$ cat src/rtl/cpro_pkg.sv
`timescale 1ns/1ps
package cpro_pkg;

    // Slot kind: empty, hot resident, cold resident, ghost (evicted history)
    typedef enum logic [1:0] {
        PG_EMPTY = 2'd0,
        PG_HOT   = 2'd1,
        PG_COLD  = 2'd2,
        PG_GHOST = 2'd3
    } pg_kind_e;

    typedef struct packed {
        pg_kind_e kind;
        logic     refb;
        logic     tst;
    } meta_t;

    typedef enum logic [1:0] {
        PH_IDLE  = 2'd0,
        PH_EVICT = 2'd1,
        PH_ROOM  = 2'd2,
        PH_TRIM  = 2'd3
    } phase_e;

    function automatic meta_t mk_meta(input pg_kind_e k, input logic r, input logic t);
        meta_t m;
        m.kind = k;
        m.refb = r;
        m.tst  = t;
        return m;
    endfunction

endpackage

$ cat src/rtl/cpro_lookup.sv
`timescale 1ns/1ps
module cpro_lookup
    import cpro_pkg::*;
#(
    parameter int SLOTS = 16,
    parameter int TAG_W = 8,
    localparam int IW   = $clog2(SLOTS)
) (
    input  meta_t [SLOTS-1:0]            meta,
    input  logic  [SLOTS-1:0][TAG_W-1:0] tags,
    input  logic  [TAG_W-1:0]            key,
    output logic  [SLOTS-1:0]            match_vec,
    output logic                         res_hit,
    output logic  [IW-1:0]               res_idx,
    output logic                         nr_hit,
    output logic  [IW-1:0]               nr_idx
);

    logic [SLOTS-1:0] ghost_vec;

    // One comparator per slot
    for (genvar g = 0; g < SLOTS; g++) begin : g_cmp
        assign match_vec[g] = (meta[g].kind != PG_EMPTY) && (tags[g] == key);
        assign ghost_vec[g] = (meta[g].kind == PG_GHOST);
    end

    // Lowest matching index wins (only one can match when tags are unique)
    always_comb begin
        res_hit = 1'b0;
        res_idx = '0;
        nr_hit  = 1'b0;
        nr_idx  = '0;
        for (int i = SLOTS - 1; i >= 0; i--) begin
            if (match_vec[i]) begin
                if (ghost_vec[i]) begin
                    nr_hit = 1'b1;
                    nr_idx = IW'(i);
                end else begin
                    res_hit = 1'b1;
                    res_idx = IW'(i);
                end
            end
        end
    end

endmodule

$ cat src/rtl/cpro_census.sv
`timescale 1ns/1ps
module cpro_census
    import cpro_pkg::*;
#(
    parameter int SLOTS = 16,
    localparam int IW   = $clog2(SLOTS),
    localparam int CW   = $clog2(SLOTS + 1)
) (
    input  meta_t [SLOTS-1:0] meta,
    output logic  [CW-1:0]    res_cnt,
    output logic  [CW-1:0]    hot_cnt,
    output logic  [CW-1:0]    nr_cnt,
    output logic              free_any,
    output logic  [IW-1:0]    free_idx
);

    always_comb begin
        res_cnt  = '0;
        hot_cnt  = '0;
        nr_cnt   = '0;
        free_any = 1'b0;
        free_idx = '0;
        for (int i = SLOTS - 1; i >= 0; i--) begin
            unique case (meta[i].kind)
                PG_HOT: begin
                    hot_cnt = hot_cnt + CW'(1);
                    res_cnt = res_cnt + CW'(1);
                end
                PG_COLD:  res_cnt = res_cnt + CW'(1);
                PG_GHOST: nr_cnt  = nr_cnt + CW'(1);
                PG_EMPTY: begin
                    free_any = 1'b1;
                    free_idx = IW'(i);
                end
            endcase
        end
    end

endmodule

$ cat src/rtl/cpro_ring_ctrl.sv
`timescale 1ns/1ps
module cpro_ring_ctrl
    import cpro_pkg::*;
#(
    parameter int TAG_W   = 8,
    parameter int RES_CAP = 8,
    parameter int HOT_MAX = 4
) (
    input  logic             clk,
    input  logic             rst_n,
    input  logic             req_valid,
    input  logic [TAG_W-1:0] req_tag,
    output logic             ready,
    output logic             done,
    output logic             hit,
    output logic             evict,
    output logic [TAG_W-1:0] victim_tag
);

    localparam int SLOTS = 2 * RES_CAP;
    localparam int IW    = $clog2(SLOTS);
    localparam int CW    = $clog2(SLOTS + 1);

    typedef struct packed {
        phase_e                        phase;
        meta_t [SLOTS-1:0]             meta;
        logic  [SLOTS-1:0][TAG_W-1:0]  tags;
        logic  [IW-1:0]                hh;
        logic  [IW-1:0]                hc;
        logic  [IW-1:0]                ht;
        logic  [TAG_W-1:0]             new_tag;
        logic                          new_hot;
        logic                          pend_ev;
        logic  [TAG_W-1:0]             pend_vt;
        logic                          done;
        logic                          hit;
        logic                          evict;
        logic  [TAG_W-1:0]             vtag;
    } regs_t;

    regs_t q, n;

    logic [SLOTS-1:0] match_vec;
    logic             lk_res_hit, lk_nr_hit;
    logic [IW-1:0]    lk_res_idx, lk_nr_idx;
    logic [CW-1:0]    res_cnt, hot_cnt, nr_cnt;
    logic             free_any;
    logic [IW-1:0]    free_idx;

    cpro_lookup #(.SLOTS(SLOTS), .TAG_W(TAG_W)) u_lookup (
        .meta      (q.meta),
        .tags      (q.tags),
        .key       (req_tag),
        .match_vec (match_vec),
        .res_hit   (lk_res_hit),
        .res_idx   (lk_res_idx),
        .nr_hit    (lk_nr_hit),
        .nr_idx    (lk_nr_idx)
    );

    cpro_census #(.SLOTS(SLOTS)) u_census (
        .meta     (q.meta),
        .res_cnt  (res_cnt),
        .hot_cnt  (hot_cnt),
        .nr_cnt   (nr_cnt),
        .free_any (free_any),
        .free_idx (free_idx)
    );

    function automatic logic [IW-1:0] adv(input logic [IW-1:0] p);
        return (p == IW'(SLOTS - 1)) ? '0 : p + 1'b1;
    endfunction

    logic  hot_over;
    logic  hot_run;
    meta_t m_h, m_c, m_t;

    always_comb begin
        n        = q;
        n.done   = 1'b0;
        n.hit    = 1'b0;
        n.evict  = 1'b0;
        hot_over = (hot_cnt > CW'(HOT_MAX));
        hot_run  = hot_over && (q.phase == PH_EVICT || q.phase == PH_TRIM);
        m_h      = q.meta[q.hh];
        m_c      = q.meta[q.hc];
        m_t      = q.meta[q.ht];

        // Hot pointer: shared by the eviction search and the final trim
        if (hot_run) begin
            n.hh = adv(q.hh);
            if (m_h.kind == PG_HOT) begin
                if (m_h.refb) n.meta[q.hh] = mk_meta(PG_HOT, 1'b0, 1'b0);
                else          n.meta[q.hh] = mk_meta(PG_COLD, 1'b0, 1'b0);
            end
        end

        unique case (q.phase)
            PH_IDLE: begin
                if (req_valid) begin
                    if (lk_res_hit) begin
                        n.meta[lk_res_idx].refb = 1'b1;
                        n.done = 1'b1;
                        n.hit  = 1'b1;
                    end else begin
                        n.new_tag = req_tag;
                        n.new_hot = lk_nr_hit;
                        n.pend_ev = 1'b0;
                        if (lk_nr_hit) n.meta[lk_nr_idx] = mk_meta(PG_EMPTY, 1'b0, 1'b0);
                        n.phase = (res_cnt == CW'(RES_CAP)) ? PH_EVICT : PH_ROOM;
                    end
                end
            end
            PH_EVICT: begin
                if (!hot_over) begin
                    n.hc = adv(q.hc);
                    if (m_c.kind == PG_COLD) begin
                        if (m_c.refb && m_c.tst) begin
                            n.meta[q.hc] = mk_meta(PG_HOT, 1'b0, 1'b0);
                        end else if (m_c.refb) begin
                            n.meta[q.hc] = mk_meta(PG_COLD, 1'b0, 1'b1);
                        end else begin
                            n.pend_ev = 1'b1;
                            n.pend_vt = q.tags[q.hc];
                            n.meta[q.hc] = m_c.tst ? mk_meta(PG_GHOST, 1'b0, 1'b0)
                                                   : mk_meta(PG_EMPTY, 1'b0, 1'b0);
                            n.phase = PH_ROOM;
                        end
                    end
                end
            end
            PH_ROOM: begin
                if (nr_cnt > CW'(RES_CAP) || !free_any) begin
                    n.ht = adv(q.ht);
                    if (m_t.kind == PG_GHOST) begin
                        n.meta[q.ht] = mk_meta(PG_EMPTY, 1'b0, 1'b0);
                    end else if (m_t.kind == PG_COLD && m_t.tst) begin
                        n.meta[q.ht].tst = 1'b0;
                    end
                end else begin
                    n.tags[free_idx] = q.new_tag;
                    n.meta[free_idx] = q.new_hot ? mk_meta(PG_HOT, 1'b0, 1'b0)
                                                 : mk_meta(PG_COLD, 1'b0, 1'b1);
                    n.phase = PH_TRIM;
                end
            end
            PH_TRIM: begin
                if (!hot_over) begin
                    n.done  = 1'b1;
                    n.evict = q.pend_ev;
                    n.vtag  = q.pend_vt;
                    n.phase = PH_IDLE;
                end
            end
            default: n.phase = PH_IDLE;
        endcase
    end

    always_ff @(posedge clk) begin
        if (!rst_n) q <= '0;
        else        q <= n;
    end

    assign ready      = (q.phase == PH_IDLE);
    assign done       = q.done;
    assign hit        = q.hit;
    assign evict      = q.evict;
    assign victim_tag = q.vtag;

endmodule

$ cat config.mk
export PLATFORM = sky130hd
export DESIGN_NAME = cpro_ring_ctrl
export DESIGN_NICKNAME = d
export VERILOG_FILES = /design/src/rtl/cpro_pkg.sv /design/src/rtl/cpro_lookup.sv /design/src/rtl/cpro_census.sv /design/src/rtl/cpro_ring_ctrl.sv
export SDC_FILE = /design/constraint.sdc
export NUM_CORES = 1
export LEC_CHECK = 0
export CAP_MARGIN = 20
export CELL_PAD_IN_SITES_DETAIL_PLACEMENT = 1
export CELL_PAD_IN_SITES_GLOBAL_PLACEMENT = 1
export CORE_MARGIN = 2
export CORE_UTILIZATION = 51
export DETAILED_ROUTE_END_ITERATION = 8
export DONT_BUFFER_PORTS = 1
export PLACE_DENSITY_LB_ADDON = 0.1
export SLEW_MARGIN = 20
export SYNTH_ARGS = -nofsm -noshare
export SYNTH_HDL_FRONTEND = slang
export SYNTH_SLANG_ARGS = --single-unit
$ cat constraint.sdc
create_clock -name clk -period 13.5 [get_ports clk]
set_input_delay 3.375 -clock clk [delete_from_list [all_inputs] [get_ports clk]]
set_output_delay 3.375 -clock clk [all_outputs]
set_load 0.005 [all_outputs]
# Word-level counts from Yosys, hierarchy flattened

Cells that the tools add are included.

Input port bits: 11
Output and inout port bits: 12
Logic and storage cells: 606
Register bits: 235

$add $sub $neg: 48
Magnitude comparators: 14
Multiplexer cells: 274
Eq/ne operators: 83
Reduce and logical (&&, ||, !) cells: 88
Bitwise operators: 23

Operators with widths:

| operator                                      | count |
|---|---|
| two-way mux 64 bit                            | 10 |
| two-way mux 4 bit                             | 93 |
| bitwise mux 64 bit                            | 4 |
| two-way mux 5 bit                             | 45 |
| adder 5 x 1 -> 5 bit, second input constant   | 42 |
| two-way mux 66 bit                            | 3 |
| one-hot mux 64 bit (3 select lines)           | 1 |
| bitwise AND 48 bit                            | 3 |
| NOT 48 bit                                    | 3 |
| bitwise AND 64 bit                            | 2 |
| bitwise mux 128 bit                           | 1 |
| == test 8 bit                                 | 16 |
| NOT 64 bit                                    | 2 |
| demux 4 bit (select 4 bit)                    | 7 |
| two-way mux 1 bit                             | 87 |
| == test 2 bit, second input constant          | 37 |
| binary-select mux 4 bit (select 4 bit)        | 3 |
| bitwise OR 16 bit                             | 3 |
| == test 2 x 1 -> 1 bit, second input constant | 18 |
| two-way mux 9 bit                             | 4 |
| zero test 2 bit                               | 17 |
| nonzero test 2 bit                            | 17 |
| bitwise AND 32 bit                            | 1 |
| binary-select mux 8 bit (select 4 bit)        | 1 |
| other kinds (28)                              | 110 |

# Depth between registers and ports, before layout

Gate-level depths: netlist of the first run.

Depth after elaboration: 43
Gate-level depth with buffers: 57
Depth with buffers taken out: 54

# By module

From an unflattened synthesis of the first run, not the netlist that was laid out.

Cell total of the unflattened synthesis: 2,748
Area total of the unflattened synthesis: 22,401.5 µm²

Modules (own cells, without submodules):

| module         | area an instance (µm²) | times used | seq. area each (µm²) | cells an instance |
|---|---|---|---|---|
| cpro_ring_ctrl | 13,723.2               | 1          | 4,704.5              | 1,532 |
| cpro_census    | 6,456.2                | 1          | 0.0                  | 893 |
| cpro_lookup    | 2,222.1                | 1          | 0.0                  | 323 |

# Worst setup path before layout of the first run

No wires, ideal clock.

Path kind: register to register
Start: reg q[228] (netlist bit)
End: reg q[188] (netlist bit)
Slack: 3.747 ns
Setup time: 0.135 ns
Data required time: 13.365 ns
Path buffers: 1
Period minus slack after synthesis: 9.753 ns
Arrival time: 9.618 ns
Stages on the path, launching flop included: 53
Cells stage by stage: dfxtp_1 > inv_1 > ha_1 > inv_1 > ha_1 > xnor2_2 > inv_2 > xnor2_1 > nand2_1 > o21ai_0 > ha_1 > nand2_1 > o21ai_0 > and2_1 > xnor2_1 > a21oi_1 > ha_1 > nand2b_1 > [17 not listed] > o41a_1 > ha_1 > nand2_1 > nand2_1 > ha_1 > a221o_1 > ha_1 > xnor2_1 > xnor3_1 > and3_1 > or3_1 > o32ai_1 > o22a_2 > buf_6 > a31oi_1 > or3b_4 > o221ai_2 > o311ai_1

Cells in the longest elaborated chain, start to end: 41
Elaborated cells on any way between the ends: 262
Those cells by class: add/sub (28); order compare (6); eq/ne (6); mux (208); bitwise (5); reduce/logical (9)

RTL lines:

| what                                                          | RTL line              | source |
|---|---|---|
| start, declared                                               | cpro_ring_ctrl.sv:41  | `regs_t q, n;` |
| start signal, assigned                                        | cpro_ring_ctrl.sv:161 | `else q <= n;` |
| branches (longest 40 deep; another with adder 5 x 1 -> 5 bit) | n/a                   |  |
| one-hot mux 64 bit (3 select lines) *                         | cpro_ring_ctrl.sv:98  | `unique case (q.phase)` |

Mark *: on every way between the ends. The select of a mux whose other input is x is not followed.
A chain may end at the register's enable or synchronous reset.

# Worst setup path in the final report of the first run

Start: reg q[227] (netlist bit)
End: reg q[199] (netlist bit)

The elaborated chain is that of the path after synthesis.

==> out/metrics.cfg, run 1 <==
[synth]
synth-simple-area-share=0.202
synth.largest_area_cell=dfxtp_1
ys_seq_area_frac=0.223
synth_fa_ha_area_frac=0.0651
netlist_top_cells_count=341 x nor2_1, 235 x dfxtp_1, 181 x nand2_1
yosysTopAreaCellShare=0.223
ys_types=103
async_flop_share=0
syn_avg_cell_area_um2=8.30
syn_area_um2=21100
synth.area.top_cells=dfxtp_1 22%, mux2i_1 8.5%, mux4_2 7.6%
synth-compound-area-share=0.160
synth_fp_nets=2667
synth_xor_area_frac=0.128
synth-main-ff-cell=dfxtp_1
synth_top_family_by_area=simple AND/OR/NAND/NOR gates
synth-edff-count=0
synth_mux_area_frac=0.166
yosysWarnings=0
ys_seq_elements=235
synthCells=2546
synthMostInstantiatedCell=nor2_1

[clocking]
cts_hold_buf=0
post_cts_resize_count=0
cts_max_level=1
clockBufferDepth=3
cts_made_buffers=28
root_buffer=clkbuf_16
post-cts-setup-buffer-count=0
path_clk_slew_ns=0.06
tritoncts=done
clk_latency_ns=0.63
cts_num_sinks=235

[worst_setup_path]
cp-end-kind=flip-flop
crit_fanout=42
worstPathRequired_ns=13.95
crit_path_start_kind=flip-flop
critPathMaxStageDelay_ns=0.90
crit_path_frequent_cell=ha_1
arrival_ns=12.64
crit_slowest_cell=o22a_2
critPathKind=flip-flop to flip-flop

[power_and_ir_drop]
p_clk_frac=0.358
ir_drop_uv=119
switching_share=0.391
p_seq_frac=0.342
intPower_uw=1360
leakagePower_uw=0.00930
p_per_area_nw_per_um2=101
pwr-share-comb=0.300
p_switching_uw=873

[timing]
tightest_slew_ns=1.17
setup_viol=0
timing.final.crit_period_ns=12.19
slew_viol_final=0
setup_ws_ns=1.31
finClkSkew_ns=0.0666
relSlewSlack=0.212
post-route-period-util=0.903
grt_setup_unrepaired=false
fmax_mhz=82.0
setup_tns_ns=0
hold_violations=0
whs_ns=0.452

[finish]
syn_to_final_growth_pct=4.86
drive_gt1_frac=0.0820
insertedDiodeCount=0
final_core_util=0.543
nNetsFinal=2537

[route]
first_iter_violations=2009
vias=20459
drt-total-wl_um=86900
drc=0
drt-wirelength-per-cell_um=29.3
firstDrtPassIters=7
via_per_inst=6.89
drtAntennaViolNets=0

[placement]
gp_congestion=1.04
hpwl_um=65000
pre_cts_ws_ns=1.49
io_buffers=0

[global_route]
grt_pass1_wl_um=130000
grt_overflow=0
antenna_found_initial=3
first_global_vias=20449
track_usage=0.393
grt_max_degree=84

[die]
die_area_um2=43100
start_util=0.518
dieHeight_um=208
core_um2=40800
die_w_um=208
pin_count=23
rows=74

[min_path]
min_path_type=flip-flop to flip-flop

[run]
cap_violations=0

[outcome]
outcome=completed

-- metal layers --
metal / global-route usage / wire, um
met4: 0.175 / 4540
met1: 0.533 / 35900
met5: 0 / 8
met3: 0.0814 / 8740
met2: 0.602 / 37700
-- power groups by stage --
stage | sequential [uW] | clock (uW) | combinational (uW)
global route | 761 | 824 | 693
floorplan | 733 | 0 | 444
detailed placement | 774 | 0 | 636
global placement | 773 | 0 | 633
CTS | 759 | 800 | 640
finish | 763 | 799 | 671
-- sequential cells by signal, indices dropped and copies added, names as in the netlist --
register and count:
done 1, victim_tag 8, q 224, hit 1
evict 1
-- critical path, delay by kind of cell, from the launching register on --
kind / cells / cell delay, ns
simple gates: 13 / 1.91
xor+xnor: 8 / 1.82
compound gates: 17 / 4.78
fa+ha+maj: 9 / 2.61
mux: 1 / 0.29
flops: 1 / 0.46
buf+inv: 2 / 0.16
-- layout by cell type (no fill, tap or decap), types with 8 or more instances in the layout --
cell,synthesis,layout
xnor3_1,15,15
a21o_1,26,26
o22ai_1,23,23
nor4_1,16,16
and3_1,25,25
buf_4,8,20
nor2b_1,20,20
o21ai_0,81,81
nor3b_1,10,9
nor3_1,58,57
o211ai_1,15,15
nand4_1,36,36
o31ai_1,24,24
a211oi_1,11,11
nand2_1,181,181
nand2b_1,19,19
a32oi_1,16,16
and2_1,27,27
o21a_1,19,19
mux2_2,9,9
or3_1,20,20
nand3b_1,8,8
inv_1,102,102
dfxtp_1,235,233
nand3_1,78,78
or4_1,10,10
mux4_2,71,71
xnor2_1,123,123
xor2_1,112,112
o32ai_1,16,16
nor2_1,341,340
o22a_1,12,12
a31oi_1,34,34
a21oi_1,103,103
clkbuf_16,0,28
ha_1,110,109
a311oi_1,9,9
mux2i_1,180,180
-- path summary, 6_finish.rpt --
path,startpoint,end,slack (ns),cells after the start
setup / recovery,q[227]$_SDFF_PN0_,q[199]$_SDFF_PN0_,1.31,50
hold / removal,q[19]$_SDFFE_PN0P_,evict$_SDFF_PP0_,0.45,2
hold reg to reg,q[19]$_SDFFE_PN0P_,evict$_SDFF_PP0_,0.45,2
setup reg to reg,q[227]$_SDFF_PN0_,q[199]$_SDFF_PN0_,1.31,50
-- per-stage QoR --
stage                     cells  total power (uW)  area, um^2
after global placement     2917              1410       21200
after floorplan            2546              1180       21100
after detailed placement   2917              1410       21200
after CTS                  2969              2200       22200
final                      2970              2230       22200
after global routing       2970              2280       22200
-- cells by family after synthesis --
family                     after synthesis
AOI/OAI and AO/OA                      493
xor gates and xnor gates               264
adders and majority gates              110
buffers and inverters                  288
DFF                                    235
muxes                                  260
and+or+nand+nor                        896
-- final cells by class --
type,instances,area (um^2)
clock buffer,37,785
multi-input combinational,2023,15300
tap,532,666
timing repair buffer,21,158
inverter,107,412
clock inverter,15,169
fill,4876,18700
sequential,235,4710
Note: power is estimated with default switching activity, not from simulation.
==> inputs of run 2 (changes only) <==
ABC_AREA = 1   (was default)
CORE_UTILIZATION = 46   (was 51)
==> run 2 against run 1 <==
Against the previous run:
- sequential share of layout area fell by 1.3 points
- fmax is 2.9% higher
- final cell count up 49%
- area after synthesis rose by 6.0%
- clock skew fell by 0.052 ns
- critical path depth up 9
- cell area is 6.3% higher
- routed wire length up 22%
- first-iteration DRC count grew 36%
- die area increased by 17%
- synthesized cell count increased by 54%
- global-route usage increased by 2.0 points
- critical path type unchanged
- largest cell class unchanged
- largest power group is now combinational cells
==> out/metrics.cfg, run 2 <==
[timing]
setup_viol=0  ; unchanged
tightest_slew_ns=1.17  ; -0.000199 ns
post-route-period-util=0.877  ; -0.0258
hold_violations=0  ; unchanged
fmax_mhz=84.4  ; +2.9%
slew_viol_final=0  ; unchanged
setup_tns_ns=0  ; unchanged
timing.final.crit_period_ns=11.85  ; -0.348 ns
relSlewSlack=0.214  ; +0.00133
whs_ns=0.438  ; -0.0140 ns
grt_setup_unrepaired=false
finClkSkew_ns=0.0146  ; -0.0519 ns

[power_and_ir_drop]
ir_drop_uv=235  ; +98%
leakagePower_uw=0.0108  ; +16%
finalPower_uw=2870  ; +29%
p_per_area_nw_per_um2=122  ; +21%

[route]
firstDrtPassIters=5  ; -2
drt-total-wl_um=106000  ; +22%
met1_length_um=43600  ; +21%
route.met3.wl_um=10700  ; +22%
drt-wirelength-per-cell_um=23.8  ; -19%
via_per_inst=6.17  ; -10%
route.met2.wl_um=45200  ; +20%
top_layer_used=met5
first_iter_violations=2740  ; +36%
vias=27392  ; +34%
drtAntennaViolNets=0  ; unchanged
drc=0  ; unchanged

[finish]
final_core_util=0.491  ; -0.0517
layout_common_cells=1,056 x nand2_1, 537 x inv_1, 457 x a21oi_1
stdcell_count=4439  ; +49%
nNetsFinal=3924  ; +55%
seqCellArea_um2=4710  ; about the same
fill_cells=6996  ; +43%
multi_input_area_um2=14900  ; -2.7%
final_common_cell=nand2_1
syn_to_final_growth_pct=5.14
largest_reg_flops=224  ; unchanged
regMostFlops=q
drive_gt1_frac=0.0487  ; -0.0334

[synth]
syn_area_um2=22400  ; +6.0%
ys_seq_area_frac=0.210  ; -0.0125
synthMostInstantiatedCell=nand2_1
async_flop_share=0  ; unchanged
ys_types=55  ; -47%
synth.area.top_cells=dfxtp_1 21%, nand2_1 18%, a21oi_1 10%
synth.largest_area_cell=dfxtp_1
synth-edff-count=0  ; unchanged
ys_seq_elements=235  ; unchanged
syn_avg_cell_area_um2=5.72  ; -31%
synth_fp_nets=4037  ; +51%
yosysTopAreaCellShare=0.210  ; -0.0125
synth-main-ff-cell=dfxtp_1
yosysWarnings=0  ; unchanged
synthCells=3916  ; +54%
netlist_top_cells_count=1,056 x nand2_1, 539 x inv_1, 457 x a21oi_1

[die]
core_um2=47900  ; +17%
dieHeight_um=225  ; +8.2%
die_w_um=225  ; +8.2%
die_area_um2=50500  ; +17%
rows=80  ; +8.1%
start_util=0.467  ; -0.0505
pin_count=23  ; unchanged

[outcome]
outcome=completed

[global_route]
antenna_found_initial=3  ; unchanged
grt_max_degree=147  ; +75%
grt_overflow=0  ; unchanged
first_global_vias=27409  ; +34%
grt_pass1_wl_um=160000  ; +23%
track_usage=0.413  ; +0.0203

[clocking]
root_buffer=clkbuf_16
cts_made_buffers=27  ; -3.6%
cts_max_level=1  ; unchanged
cts_hold_buf=0  ; unchanged
tritoncts=done
clk_latency_ns=0.59  ; -0.04 ns
cts_num_sinks=235  ; unchanged
path_clk_slew_ns=0.06  ; about the same
post_cts_resize_count=0  ; unchanged
post-cts-setup-buffer-count=0  ; unchanged
clockBufferDepth=3  ; unchanged

[worst_setup_path]
arrival_ns=12.35  ; -0.29 ns
crit_slowest_cell=nor2_4
critPathKind=flip-flop to flip-flop
crit_path_start_kind=flip-flop
crit_fanout=29  ; -31%
critPathMaxStageDelay_ns=0.86  ; -0.04 ns
cp-startpoint=q[231]$_SDFF_PN0_
reg2reg_depth=59  ; +18%
worstPathRequired_ns=14.01  ; +0.06 ns
crit_path_frequent_cell=nand2_1
worstReg2RegStart=q[231]$_SDFF_PN0_
cp-end-kind=flip-flop

[min_path]
hold_start=q[19]$_SDFFE_PN0P_
min_path_type=flip-flop to flip-flop
whs_path_depth=2  ; unchanged

[placement]
io_buffers=0  ; unchanged
gp_congestion=1.04  ; -0.38%
hpwl_um=80100  ; +23%
place_inst=4389  ; +50%

[run]
cap_violations=0  ; unchanged

-- run 2: changes by cell type in the layout (fill, tap and decap cells not counted), sizes merged, moves of 180 or more --
cell / change
o21ai: +319
inv: +454
mux2i: -180
nand3: +194
a21oi: +355
nand2: +907
-- run 2: per-layer routing --
metal	GRT usage	vias to the layer above
met5	0	-
met4	0.217	2
met3	0.0803	323
met2	0.647	1225
met1	0.537	13272
li1	-	12570
-- run 2: area by class of cell --
cell class                      instances  area share
Inverter                              569      0.0907
Clock buffer                           40      0.0333
Multi-Input combinational cell       2945       0.631
Clock inverter                          9     0.00478
Tap cell                              615      0.0327
Timing Repair Buffer                   25     0.00797
Sequential cell                       235       0.200
Antenna cell                            1    0.000106
-- run 2: critical path, delay by kind of cell, from the launching register on --
| family | cells | cell delay, ns |
|---|---|---|
| flops | 1 | 0.45 |
| fa+ha+maj | 15 | 4.29 |
| simple gates | 29 | 5.12 |
| compound gates | 6 | 1.27 |
| buf+inv | 9 | 0.53 |
-- run 2: cell families after synthesis --
kind of cell,count (synthesis),share of synthesized area
compound gates,982,0.233
xor+xnor,47,0.0184
simple gates,1806,0.350
buf+inv,736,0.128
flops,235,0.210
fa+ha+maj,110,0.0614
-- run 2: metrics by stage --
step | setup slack [ns] | area (um^2)
after global placement | 2.38 | 22600
after floorplan | 4.20 | 22400
after detailed placement | 1.94 | 22700
after global routing | 0.973 | 23600
final | 1.65 | 23600
after CTS | 1.87 | 23600
-- run 2: path summary, 6_finish.rpt --
path	slack, ns	endpoint
max	1.65	q[227]$_SDFF_PN0_
max reg2reg	1.65	q[227]$_SDFF_PN0_
min reg2reg	0.44	evict$_SDFF_PP0_
min	0.44	evict$_SDFF_PP0_
-- run 2: report_power, final --
part	switching, uW	internal (uW)	total [uW]
registers	90.8	729	820
logic	960	314	1270
clock network	339	441	780
